<file path="config.mk">
export PLATFORM = sky130hd
export DESIGN_NAME = gpio_irq_bank
export DESIGN_NICKNAME = d
export VERILOG_FILES = /design/src/rtl/gpio_irq_pkg.sv /design/src/rtl/gpio_irq_sync.sv /design/src/rtl/gpio_irq_cell.sv /design/src/rtl/gpio_irq_regs.sv /design/src/rtl/gpio_irq_summary.sv /design/src/rtl/gpio_irq_bank.sv
export SDC_FILE = /design/constraint.sdc
export NUM_CORES = 1
export LEC_CHECK = 0
export ABC_AREA = 1
export BUFFER_PORTS_ARGS = -buffer_cell sky130_fd_sc_hd__buf_2
export CAP_MARGIN = 20
export CORE_MARGIN = 5
export CORE_UTILIZATION = 53
export DETAILED_ROUTE_END_ITERATION = 8
export PLACE_DENSITY = 0.76
export SETUP_SLACK_MARGIN = 0.3
export SLEW_MARGIN = 40
export SYNTH_ARGS = -nofsm -noshare
export SYNTH_HDL_FRONTEND = slang
export SYNTH_HIERARCHICAL = 1
export SYNTH_SLANG_ARGS = --single-unit
</file>
<file path="constraint.sdc">
create_clock -name clk -period 1 [get_ports clk]
set_clock_uncertainty 0.1 [all_clocks]
set_input_delay 0.05 -clock clk [delete_from_list [all_inputs] [get_ports clk]]
set_output_delay 0.05 -clock clk [all_outputs]
set_load 0.01 [all_outputs]
</file>
<file path="src/rtl/gpio_irq_pkg.sv">
package gpio_irq_pkg;
  localparam int REG_ADDR_W = 3;

  typedef enum logic [REG_ADDR_W-1:0] {
    SEL_KIND  = 3'd0,
    SEL_POL   = 3'd1,
    SEL_CAPEN = 3'd2,
    SEL_FWDEN = 3'd3,
    SEL_STAT  = 3'd4
  } reg_sel_e;

  typedef enum logic {
    TRIG_LEVEL = 1'b0,
    TRIG_EDGE  = 1'b1
  } trig_kind_e;
endpackage

</file>
<file path="src/rtl/gpio_irq_sync.sv">
module gpio_irq_sync #(
  parameter int WIDTH  = 8,
  parameter int STAGES = 2
) (
  input  logic             clk,
  input  logic             rst_n,
  input  logic [WIDTH-1:0] d_i,
  output logic [WIDTH-1:0] q_o
);
  logic [WIDTH-1:0] chain [STAGES];

  genvar s;
  generate
    for (s = 0; s < STAGES; s++) begin : g_stage
      if (s == 0) begin : g_first
        always_ff @(posedge clk or negedge rst_n) begin
          if (!rst_n) chain[s] <= '0;
          else        chain[s] <= d_i;
        end
      end else begin : g_next
        always_ff @(posedge clk or negedge rst_n) begin
          if (!rst_n) chain[s] <= '0;
          else        chain[s] <= chain[s-1];
        end
      end
    end
  endgenerate

  assign q_o = chain[STAGES-1];
endmodule

</file>
<file path="src/rtl/gpio_irq_cell.sv">
module gpio_irq_cell
  import gpio_irq_pkg::*;
(
  input  logic clk,
  input  logic rst_n,
  input  logic smp_i,
  input  logic kind_i,
  input  logic pol_i,
  input  logic cap_en_i,
  input  logic clr_i,
  output logic status_o
);
  logic smp_prev;
  logic lvl_hit;
  logic rise;
  logic fall;
  logic edge_hit;
  logic hit;

  // previous sample tracks the line regardless of the capture enable
  always_ff @(posedge clk or negedge rst_n) begin
    if (!rst_n) smp_prev <= 1'b0;
    else        smp_prev <= smp_i;
  end

  assign rise     = smp_i & ~smp_prev;
  assign fall     = ~smp_i & smp_prev;
  assign lvl_hit  = (smp_i == pol_i);
  assign edge_hit = pol_i ? rise : fall;

  always_comb begin
    unique case (trig_kind_e'(kind_i))
      TRIG_LEVEL: hit = cap_en_i & lvl_hit;
      TRIG_EDGE:  hit = cap_en_i & edge_hit;
      default:    hit = 1'b0;
    endcase
  end

  // detection beats acknowledge in the same cycle
  always_ff @(posedge clk or negedge rst_n) begin
    if (!rst_n)     status_o <= 1'b0;
    else if (hit)   status_o <= 1'b1;
    else if (clr_i) status_o <= 1'b0;
  end
endmodule

</file>
<file path="src/rtl/gpio_irq_regs.sv">
module gpio_irq_regs
  import gpio_irq_pkg::*;
#(
  parameter int N_PIN = 8
) (
  input  logic                  clk,
  input  logic                  rst_n,
  input  logic                  wr_i,
  input  logic [REG_ADDR_W-1:0] addr_i,
  input  logic [N_PIN-1:0]      wdata_i,
  output logic [N_PIN-1:0]      rdata_o,
  input  logic [N_PIN-1:0]      status_i,
  output logic [N_PIN-1:0]      kind_o,
  output logic [N_PIN-1:0]      pol_o,
  output logic [N_PIN-1:0]      cap_en_o,
  output logic [N_PIN-1:0]      fwd_en_o,
  output logic [N_PIN-1:0]      clr_o
);
  logic hit_kind;
  logic hit_pol;
  logic hit_cap;
  logic hit_fwd;
  logic hit_stat;

  assign hit_kind = wr_i && (addr_i == SEL_KIND);
  assign hit_pol  = wr_i && (addr_i == SEL_POL);
  assign hit_cap  = wr_i && (addr_i == SEL_CAPEN);
  assign hit_fwd  = wr_i && (addr_i == SEL_FWDEN);
  assign hit_stat = wr_i && (addr_i == SEL_STAT);

  always_ff @(posedge clk or negedge rst_n) begin
    if (!rst_n) begin
      kind_o   <= '0;
      pol_o    <= '0;
      cap_en_o <= '0;
      fwd_en_o <= '0;
    end else begin
      if (hit_kind) kind_o   <= wdata_i;
      if (hit_pol)  pol_o    <= wdata_i;
      if (hit_cap)  cap_en_o <= wdata_i;
      if (hit_fwd)  fwd_en_o <= wdata_i;
    end
  end

  assign clr_o = hit_stat ? wdata_i : '0;

  always_comb begin
    case (addr_i)
      SEL_KIND:  rdata_o = kind_o;
      SEL_POL:   rdata_o = pol_o;
      SEL_CAPEN: rdata_o = cap_en_o;
      SEL_FWDEN: rdata_o = fwd_en_o;
      SEL_STAT:  rdata_o = status_i;
      default:   rdata_o = '0;
    endcase
  end
endmodule

</file>
<file path="src/rtl/gpio_irq_summary.sv">
module gpio_irq_summary #(
  parameter int N_PIN = 8
) (
  input  logic             clk,
  input  logic             rst_n,
  input  logic [N_PIN-1:0] status_i,
  input  logic [N_PIN-1:0] fwd_en_i,
  output logic             irq_o
);
  always_ff @(posedge clk or negedge rst_n) begin
    if (!rst_n) irq_o <= 1'b0;
    else        irq_o <= |(status_i & fwd_en_i);
  end
endmodule

</file>
<file path="src/rtl/gpio_irq_bank.sv">
module gpio_irq_bank
  import gpio_irq_pkg::*;
#(
  parameter int N_PIN       = 8,
  parameter int SYNC_STAGES = 2
) (
  input  logic                  clk,
  input  logic                  rst_n,
  input  logic [N_PIN-1:0]      pin_i,
  input  logic                  reg_wr,
  input  logic [REG_ADDR_W-1:0] reg_addr,
  input  logic [N_PIN-1:0]      reg_wdata,
  output logic [N_PIN-1:0]      reg_rdata,
  output logic                  irq_o
);
  logic [N_PIN-1:0] smp_cur;
  logic [N_PIN-1:0] kind;
  logic [N_PIN-1:0] pol;
  logic [N_PIN-1:0] cap_en;
  logic [N_PIN-1:0] fwd_en;
  logic [N_PIN-1:0] clr_mask;
  logic [N_PIN-1:0] status;

  gpio_irq_sync #(.WIDTH(N_PIN), .STAGES(SYNC_STAGES)) u_sync (
    .clk (clk),
    .rst_n (rst_n),
    .d_i (pin_i),
    .q_o (smp_cur)
  );

  gpio_irq_regs #(.N_PIN(N_PIN)) u_regs (
    .clk      (clk),
    .rst_n    (rst_n),
    .wr_i     (reg_wr),
    .addr_i   (reg_addr),
    .wdata_i  (reg_wdata),
    .rdata_o  (reg_rdata),
    .status_i (status),
    .kind_o   (kind),
    .pol_o    (pol),
    .cap_en_o (cap_en),
    .fwd_en_o (fwd_en),
    .clr_o    (clr_mask)
  );

  genvar p;
  generate
    for (p = 0; p < N_PIN; p++) begin : g_pin
      gpio_irq_cell u_cell (
        .clk      (clk),
        .rst_n    (rst_n),
        .smp_i    (smp_cur[p]),
        .kind_i   (kind[p]),
        .pol_i    (pol[p]),
        .cap_en_i (cap_en[p]),
        .clr_i    (clr_mask[p]),
        .status_o (status[p])
      );
    end
  endgenerate

  gpio_irq_summary #(.N_PIN(N_PIN)) u_sum (
    .clk      (clk),
    .rst_n    (rst_n),
    .status_i (status),
    .fwd_en_i (fwd_en),
    .irq_o    (irq_o)
  );
endmodule

</file>
# After elaboration in Yosys (flattened, before gate mapping)
# Index checks and enable logic that the tools add are counted.
dict set report classes {
  n_addsub 0
  multipliers 0
  div_mod_pow 0
  magnitude_cmp 0
  n_eq_ne 12
  shifts 0
  muxes 34
  bitwise_logic 57
  n_reduce_logical 15
}
# cell n
set ops {}
lappend ops {{$pmux 8 s5} 1}
lappend ops {{$and 1x1->1} 32}
lappend ops {{$mux 1} 24}
lappend ops {{$not 1->1} 24}
lappend ops {{$pmux 1 s2} 8}
lappend ops {{$reduce_bool 2->1} 8}
lappend ops {{$and 8x8->8} 1}
lappend ops {{$eq 1x1->1} 8}
lappend ops {{$mux 8} 1}
lappend ops {{$reduce_or 8->1} 1}
lappend ops {{$eq 3x2->1 const B} 2}
lappend ops {{$logic_and 1x1->1} 5}
lappend ops {{$eq 3x1->1 const B} 1}
lappend ops {{$eq 3x3->1 const B} 1}
lappend ops {{$logic_not 3->1} 1}
dict set report word_totals {
  reg_bits 65
  latchBits 0
  ramBits 0
  mem_bits_ro 0
  input_bits 22
  memories 0
}

# Logic depth before layout (Yosys ltp)
# Gate-level depths: netlist of run 1.
dict set report depth {
  ltp_word 6
  mapped_depth 7
  mapped_depth_nobuf 7
}

# Modules after synthesis
# Netlist of run 1, hierarchy kept.
# module instances cells_per_inst area_per_inst_um2 seq_area_each_um2
set modules_own_cells {}
lappend modules_own_cells {gpio_irq_regs 1 233 1803.0 800.8}
lappend modules_own_cells {gpio_irq_cell 8 15 98.8 50.0}
lappend modules_own_cells {gpio_irq_sync 1 24 460.4 400.4}
lappend modules_own_cells {gpio_irq_summary 1 16 81.3 25.0}

# Worst setup path before layout of run 1
# No wires, ideal clock.
dict set report synth_path {
  kind {input -> register}
  start {input port reg_addr[0]}
  end {register g_pin[6].u_cell.status_o}
  t_arrival_ns 0.741
  required_time_ns 0.784
  setup_slack_ns 0.042
  cell_stages 7
  path_buffers 1
  path_cell_list {buf_4 > nor2_4 > nand3_2 > nor2_1 > inv_1 > nand2_1 > nand2_1}
}
dict set report synth_between {
  elab_chain_len 4
}
# item line
set synth_rtl {}
lappend synth_rtl {{from (decl)} gpio_irq_bank.sv:11} ;# input logic [REG_ADDR_W-1:0] reg_addr,
lappend synth_rtl {{$eq 3x3->1} gpio_irq_regs.sv:29} ;# assign hit_stat = wr_i && (addr_i == SEL_STAT);
lappend synth_rtl {{$logic_and 1x1->1} gpio_irq_regs.sv:29}
lappend synth_rtl {{$mux 8} gpio_irq_regs.sv:45} ;# assign clr_o = hit_stat ? wdata_i : '0;
lappend synth_rtl {{named net clr_mask[6]} gpio_irq_bank.sv:21} ;# logic [N_PIN-1:0] clr_mask;
lappend synth_rtl {{$reduce_bool 2->1 (no line)} n/a}
lappend synth_rtl {{to (signal assigned)} gpio_irq_cell.sv:41} ;# if (!rst_n) status_o <= 1'b0;
lappend synth_rtl {{to (signal assigned)} gpio_irq_cell.sv:42} ;# else if (hit) status_o <= 1'b1;
lappend synth_rtl {{to (signal assigned)} gpio_irq_cell.sv:43} ;# else if (clr_i) status_o <= 1'b0;
lappend synth_rtl {{to (decl)} gpio_irq_cell.sv:11} ;# output logic status_o
# The timed path passes the listed nets, and every way through them passes these cells.
# A chain may end at the register's enable or synchronous reset.

# Worst setup path in the final report of run 1
dict set report layout_path {
  start {register g_pin[2].u_cell.status_o}
  end {output port reg_rdata[2]}
}
dict set report layout_between {
  elab_chain_len 1
}
# item line
set layout_rtl {}
lappend layout_rtl {{from (decl)} gpio_irq_cell.sv:11}
lappend layout_rtl {{from (signal assigned)} gpio_irq_cell.sv:41}
lappend layout_rtl {{from (signal assigned)} gpio_irq_cell.sv:42}
lappend layout_rtl {{from (signal assigned)} gpio_irq_cell.sv:43}
lappend layout_rtl {{$pmux 8 s5} gpio_irq_regs.sv:48} ;# case (addr_i)
lappend layout_rtl {{to (decl)} gpio_irq_bank.sv:13} ;# output logic [N_PIN-1:0] reg_rdata,
# Every way passes these cells.

==> results of run 1 <==
[final timing paths]
kind	end	cells past startpoint	slack (ns)	startpoint
max in group asynchronous	u_regs/pol_o[3]$_DFFE_PN0P_	3	0.36	rst_n
min reg2reg	u_sync/q_o[2]$_DFF_PN0_	0	0.24	u_sync/chain[10]$_DFF_PN0_
max	reg_rdata[2]	5	-0.39	g_pin[2].u_cell/status_o$_DFFE_PN0P_
min in group asynchronous	u_sync/chain[8]$_DFF_PN0_	3	0.16	rst_n
min	u_regs/kind_o[2]$_DFFE_PN0P_	3	-0.14	reg_wdata[2]
max reg2reg	g_pin[2].u_cell/status_o$_DFFE_PN0P_	7	-0.22	u_regs/pol_o[2]$_DFFE_PN0P_
[logic make-up (layout without fill, tap and decap cells)]
kind of cell           count (synthesis)  count (layout)
AOI/OAI and AO/OA                     24              24
buffers and inverters                 54             161
DFF                                   65              65
and+or+nand+nor                      250             251
[synth_stat cells]
cell     number  area (sq um)
buf_2         1          5.00
buf_4         9          67.6
buf_6         5          56.3
dfrtp_1      65          1630
inv_1        35           131
inv_2         4          15.0
nand2_1     179           672
nand2_2       1          6.26
nand2_4       3          33.8
nand3_1      24           120
nand3_2       2          20.0
nand4_1       8          50.1
nor2_1       27           101
nor2_2        1          6.26
nor2_4        3          33.8
nor2_8        2          40.0
o21ai_0       5          25.0
o21ai_1      11          55.1
o21ai_2       8          70.1
[final cells by class]
class                   instances  area [sq um]  area share [%]
clock buffers                  14           173            3.85
flip-flops and latches         65          1630            36.2
repair buffers                106           961            21.4
well taps                      75          93.8            2.09
multi-input cells             275          1440            32.1
inverters                      39           159            3.54
clock inverters                 2          35.0           0.781
[metal layers]
layer | track usage [%] | up-vias
li1 | - | 1419
met1 | 33.0 | 1451
met2 | 39.2 | 191
met3 | 5.87 | 37
met4 | 9.35 | 0
met5 | 0 | -
[stage by stage]
stage	worst slack [ns]	instances
after floorplan	0.0784	393
after global placement	-0.201	504
after detailed placement	-0.247	504
after CTS	-0.335	552
after global routing	-0.450	576
final	-0.388	576
[flip-flops by register name (all words and copies together) (netlist names), 8 cells and up]
signal and cells:
u_sync/chain 8, u_regs/pol_o 8, u_sync/q_o 8, g_pin.u_cell/smp_prev 8, u_regs/kind_o 8, g_pin.u_cell/status_o 8, u_regs/cap_en_o 8, u_regs/fwd_en_o 8
[repair_timing]
| action | in CTS | in global routing |
|---|---|---|
| gates cloned | 1 | 0 |
| endpoints found under the hold margin | 105 | 32 |
| setup endpoints to repair | 50 | 50 |
| buffers inserted | 22 | 24 |
| pin swaps | 46 | 34 |
| gates resized for setup | 53 | 51 |
[power groups by stage]
stage | Combinational, mW | Sequential [mW] | Clock (mW)
3_5_place_dp | 1.22 | 3.37 | 0
2_1_floorplan | 0.811 | 3.30 | 0
4_1_cts | 1.76 | 3.29 | 2.37
6_report | 2.35 | 3.32 | 2.34
5_1_grt | 2.53 | 3.35 | 2.52
3_3_place_gp | 1.17 | 3.36 | 0
[tightest hold or removal path: cells and delay by family]
| family | cells | cell delay [ns] |
|---|---|---|
| simple gates | 2 | 0.11 |
| buf+inv | 1 | 0.12 |
==> out/metrics.cfg, run 1 <==
[status]
status=finished with violations
failed_checks=hold timing, setup timing

[logic_synthesis]
yosysWarnings=6
yosysUniqueCellTypes=19
synth_nets=415
avgSynthCellArea_sq_um=7.98
ys_seq_area_share_pct=51.9
synthAdderAreaFrac_pct=0
yosys.area_share.simple_pct=34.6
synth_compound_area_share_pct=4.79
netlist_area_sq_um=3140
synth_top_family_by_area=simple AND/OR/NAND/NOR gates
synthMuxAreaShare_pct=0
synthCells=393
synth-seq-cells=65
synthXorXnorAreaFrac_pct=0

[timing]
fin_hold_ws_ns=-0.142
timing.slew.headroom_pct=76.8
tightestPinTransition_ns=0.348
fmax_ghz=0.720
min_period_ns=1.39
timing.final.hold_violations=32
drv_slew=0
finalSetupViolCount=17
rsz0062_at_grt=true
tns_ns=-3.88
finalCritPeriodShare_pct=139
setup_slack_ns=-0.388

[flow_run]
cap_viol_max_count=0

[pwr]
p_sw_share_pct=30.4
finalPower_mw=8.01
peakVddDrop_mv=1.21
internal-power_mw=5.58
p_per_area_nw_per_um2=1780
p_switching_mw=2.43
clkPwrFrac_pct=29.3
leakagePower_nw=2.38
combPwrFrac_pct=29.3
p_seq_share_pct=41.4

[detailed_routing]
wire_per_inst_microns=16.4
drc=0
wl_met2_mm=4.61
drtIter0Drc=373
vias=3098
routed_wl_mm=9.43
vias_per_cell=5.38
highest_layer=met4
dr.pass1.iters=5
final_antenna_net_count=0
wl_met1_mm=3.68
met3WireLength_microns=902

[finish]
mostFrequentLayoutCells=150 x nand2_1, 65 x dfrtp_1, 36 x buf_6
n_antenna_cell=0
fillers=342
final_area_sq_um=4490
final_common_cell=nand2_1
syn2layout_area_growth_pct=43.1
nNetsFinal=518
drive_above_1_share_pct=37.9
finalCoreUtilization_pct=76.7

[grt]
antenna_found_initial=0
grt_use_total_pct=24.7
grt_max_degree=66
grt_pass1_wl_mm=14.1
overflow=0
grt_pass1_vias=2904

[cts]
clkLatencyLatePin_ns=0.34
cts_root_buf=clkbuf_8
htree_levels=3
path_clk_slew_ns=0.07
numCtsBuffers=9
cts_tree=built
clockBufferDepth=2
cts.sinks=65
hold_buffers=9

[worst_setup_path]
slowest_delay_ns=0.40
cp_max_fo=2
cp_slowest_cell=dfrtp_1
crit_path_cell_trace=nand3_1, nand2_1, nor2_1, nand2_1, buf_2
setup.worst_path.class=reg -> out
crit_path_frequent_cell=nand2_1
worstSetupEndpointType=primary output
cp_top_family=flip-flops
cp.arrival_ns=1.24
critPathLaunchType=register
critPathBufInv=1
cp.required_ns=0.85

[placed_design]
gp_congestion=0.897
post-dp-hpwl_mm=5.11
placed_area_sq_um=3510
io_buffers=30

[floorplan]
core_sq_um=5850
initial_utilization_pct=53.6
dieHeight_microns=86.9
die_w_microns=86.9
rows=28
ios=31
dieArea_sq_um=7550

[hold_path]
hold_path_class=in -> reg

No activity file was read; power rests on OpenSTA's default activity.
==> run 2: changes to the inputs <==
--- a/config.mk
+++ b/config.mk
@@ -8,9 +8,11 @@
 export ABC_AREA = 1
 export BUFFER_PORTS_ARGS = -buffer_cell sky130_fd_sc_hd__buf_2
 export CAP_MARGIN = 20
+export CORE_ASPECT_RATIO = 1.1
 export CORE_MARGIN = 5
 export CORE_UTILIZATION = 53
 export DETAILED_ROUTE_END_ITERATION = 8
+export HOLD_SLACK_MARGIN = 0.05
 export PLACE_DENSITY = 0.76
 export SETUP_SLACK_MARGIN = 0.3
 export SLEW_MARGIN = 40
==> out/metrics.cfg, run 2 (synthesis gave the netlist of run 1 again) <==
[floorplan]
initial_utilization_pct=54.3  ; +0.76 points
dieHeight_microns=90.7  ; +4.3%
rows=29  ; +3.6%
core_sq_um=5770  ; -1.4%
die_w_microns=83.3  ; -4.1%
ios=31  ; unchanged
dieArea_sq_um=7560  ; about the same

[placed_design]
dp_slack_ns=-0.218  ; +0.0296 ns
io_buffers=30  ; unchanged
gp_congestion=0.894  ; -0.35%
post-dp-hpwl_mm=5.20  ; +1.6%
placed_cells=510  ; +1.2%
placed_area_sq_um=3560  ; +1.6%

[worst_setup_path]
setup.worst_path.class=reg -> out
reg2reg_to=g_pin[3].u_cell/status_o$_DFFE_PN0P_
crit_path_cell_trace=nand3_1, nand2_1, nor2_1, nand2_1, buf_2
slowest_delay_ns=0.40  ; about the same
worstSetupEndpointType=primary output
cp.arrival_ns=1.29  ; +0.05 ns
cp_top_family=simple AND/OR/NAND/NOR gates
crit_path_frequent_cell=nand2_1
critPathLaunchType=register
cp.required_ns=0.85  ; about the same
rr_worst_depth=8  ; +1
cp_max_fo=2  ; unchanged
critPathBufInv=1  ; unchanged
cp_slowest_cell=dfrtp_1
rr_startpoint=u_regs/pol_o[3]$_DFFE_PN0P_
r2r_slack_ns=-0.17  ; +0.05 ns

[cts]
clkLatencyLatePin_ns=0.35  ; about the same
hold_buffers=9  ; unchanged
path_clk_slew_ns=0.07  ; about the same
clockBufferDepth=2  ; unchanged
cts.sinks=65  ; unchanged
numCtsBuffers=9  ; unchanged
cts_tree=built
cts_root_buf=clkbuf_8
htree_levels=3  ; unchanged

[finish]
final_area_sq_um=4670  ; +4.1%
syn2layout_area_growth_pct=49.0
drive_above_1_share_pct=40.2  ; +2.3 points
stdcell_count=582  ; +1.0%
fillers=284  ; -17%
mostFrequentLayoutCells=146 x nand2_1, 65 x dfrtp_1, 39 x buf_6
final_common_cell=nand2_1
n_antenna_cell=0  ; unchanged
nNetsFinal=522  ; +0.77%

[timing]
fin_hold_ws_ns=-0.125  ; +0.0163 ns
timing.slew.headroom_pct=74.8  ; -2.0 points
min_period_ns=1.44  ; +0.0515 ns
rsz0062_at_grt=true
tightestPinTransition_ns=0.377  ; +0.0284 ns
finalCritPeriodShare_pct=144  ; +5.2 points
setup_slack_ns=-0.440  ; -0.0515 ns
timing.final.hold_violations=32  ; unchanged
fmax_ghz=0.695  ; -3.6%
finalSetupViolCount=18  ; +1
drv_slew=0  ; unchanged

[hold_path]
min_from=reg_wdata[2]
whs_endpoint=u_regs/cap_en_o[2]$_DFFE_PN0P_
hold_depth=3  ; unchanged
hold_path_class=in -> reg

[detailed_routing]
vias=3284  ; +6.0%
vias_per_cell=5.64  ; +4.9%
routed_wl_mm=10.5  ; +11%
wire_per_inst_microns=18.0  ; +10%
drc=0  ; unchanged
final_antenna_net_count=0  ; unchanged
dr.pass1.iters=7  ; +2
drtIter0Drc=451  ; +21%

[pwr]
finalPower_mw=8.42  ; +5.2%
leakagePower_nw=2.46  ; +3.2%
internal-power_mw=5.87  ; +5.3%
p_switching_mw=2.55  ; +5.0%
p_seq_share_pct=39.7  ; -1.7 points
peakVddDrop_mv=1.22  ; +0.90%
clkPwrFrac_pct=30.2  ; +0.9 points
combPwrFrac_pct=30.2  ; +0.9 points
p_per_area_nw_per_um2=1800  ; +1.1%
p_sw_share_pct=30.3  ; -0.066 points

[grt]
grt_use_total_pct=24.7  ; -0.053 points
grt_pass1_vias=3104  ; +6.9%
grt_pass1_wl_mm=14.7  ; +4.1%
antenna_found_initial=0  ; unchanged
overflow=0  ; unchanged
grt_max_degree=66  ; unchanged

[flow_run]
cap_viol_max_count=0  ; unchanged

[status]
status=finished with violations
failed_checks=hold timing, setup timing

[run 2: how the worst max path moves through the flow]
stage                                               from                                    to  slack [ns]  depth (start not counted)
finish                      u_regs/kind_o[4]$_DFFE_PN0P_                          reg_rdata[4]       -0.44                          5
global placement                             reg_addr[1]  g_pin[7].u_cell/status_o$_DFFE_PN0P_       -0.21                          7
CTS                 g_pin[6].u_cell/status_o$_DFFE_PN0P_                          reg_rdata[6]       -0.32                          5
floorplan                                    reg_addr[0]  g_pin[6].u_cell/status_o$_DFFE_PN0P_        0.08                          7
detailed placement                           reg_addr[1]  g_pin[7].u_cell/status_o$_DFFE_PN0P_       -0.22                          7
global route                u_regs/kind_o[4]$_DFFE_PN0P_                          reg_rdata[4]       -0.50                          5
[run 2: power by group through the flow]
stage	clock [mW]	sequential (mW)	combinational (mW)
global route	2.67	3.38	2.74
global placement	0	3.37	1.23
CTS	2.54	3.28	1.87
floorplan	0	3.30	0.811
finish	2.54	3.34	2.54
detailed placement	0	3.38	1.27
[run 2: area by class of cell]
type                       count  area, sq um  area share (%)
sequential                    65         1630            34.8
multi-input combinational    275         1510            32.4
timing repair buffer         110         1050            22.6
clock buffer                  14          163            3.48
inverter                      39          159            3.40
tap                           77         96.3            2.06
clock inverter                 2         60.1            1.29
[run 2: what timing repair did]
| action | 4_1_cts | 5_1_grt |
|---|---|---|
| gates resized for setup | 46 | 77 |
| cloned | 0 | 2 |
| setup endpoints to repair | 50 | 115 |
| setup buffers | 26 | 19 |
| endpoints found under the hold margin | 113 | 33 |
| pin swaps | 46 | 55 |
[run 2: metal layers]
metal | GRT usage [%] | vias to the layer above | part of all wire, %
met5 | 0 | - | 0
met3 | 5.66 | 71 | 8.9
met1 | 29.4 | 1581 | 37
met2 | 42.0 | 204 | 49
met4 | 11.7 | 0 | 5.2
li1 | - | 1428 | -
[run 2: through the flow]
step | utilization [%] | TNS (ns) | hold slack (ns)
after floorplan | - | 0 | -0.346
after global placement | 61.8 | -5.24 | -0.0130
after detailed placement | 61.8 | -6.42 | -0.00660
after CTS | 72.9 | -2.69 | -0.149
after global routing | 81.0 | -4.91 | -0.123
final | 81.0 | -3.98 | -0.125
[run 2: worst reg2reg max path: cells and delay by family (launching register included)]
family                 cells  cell delay [ns]
AND/OR/NAND/NOR            5             0.30
buffers and inverters      3             0.27
flip-flops                 1             0.40
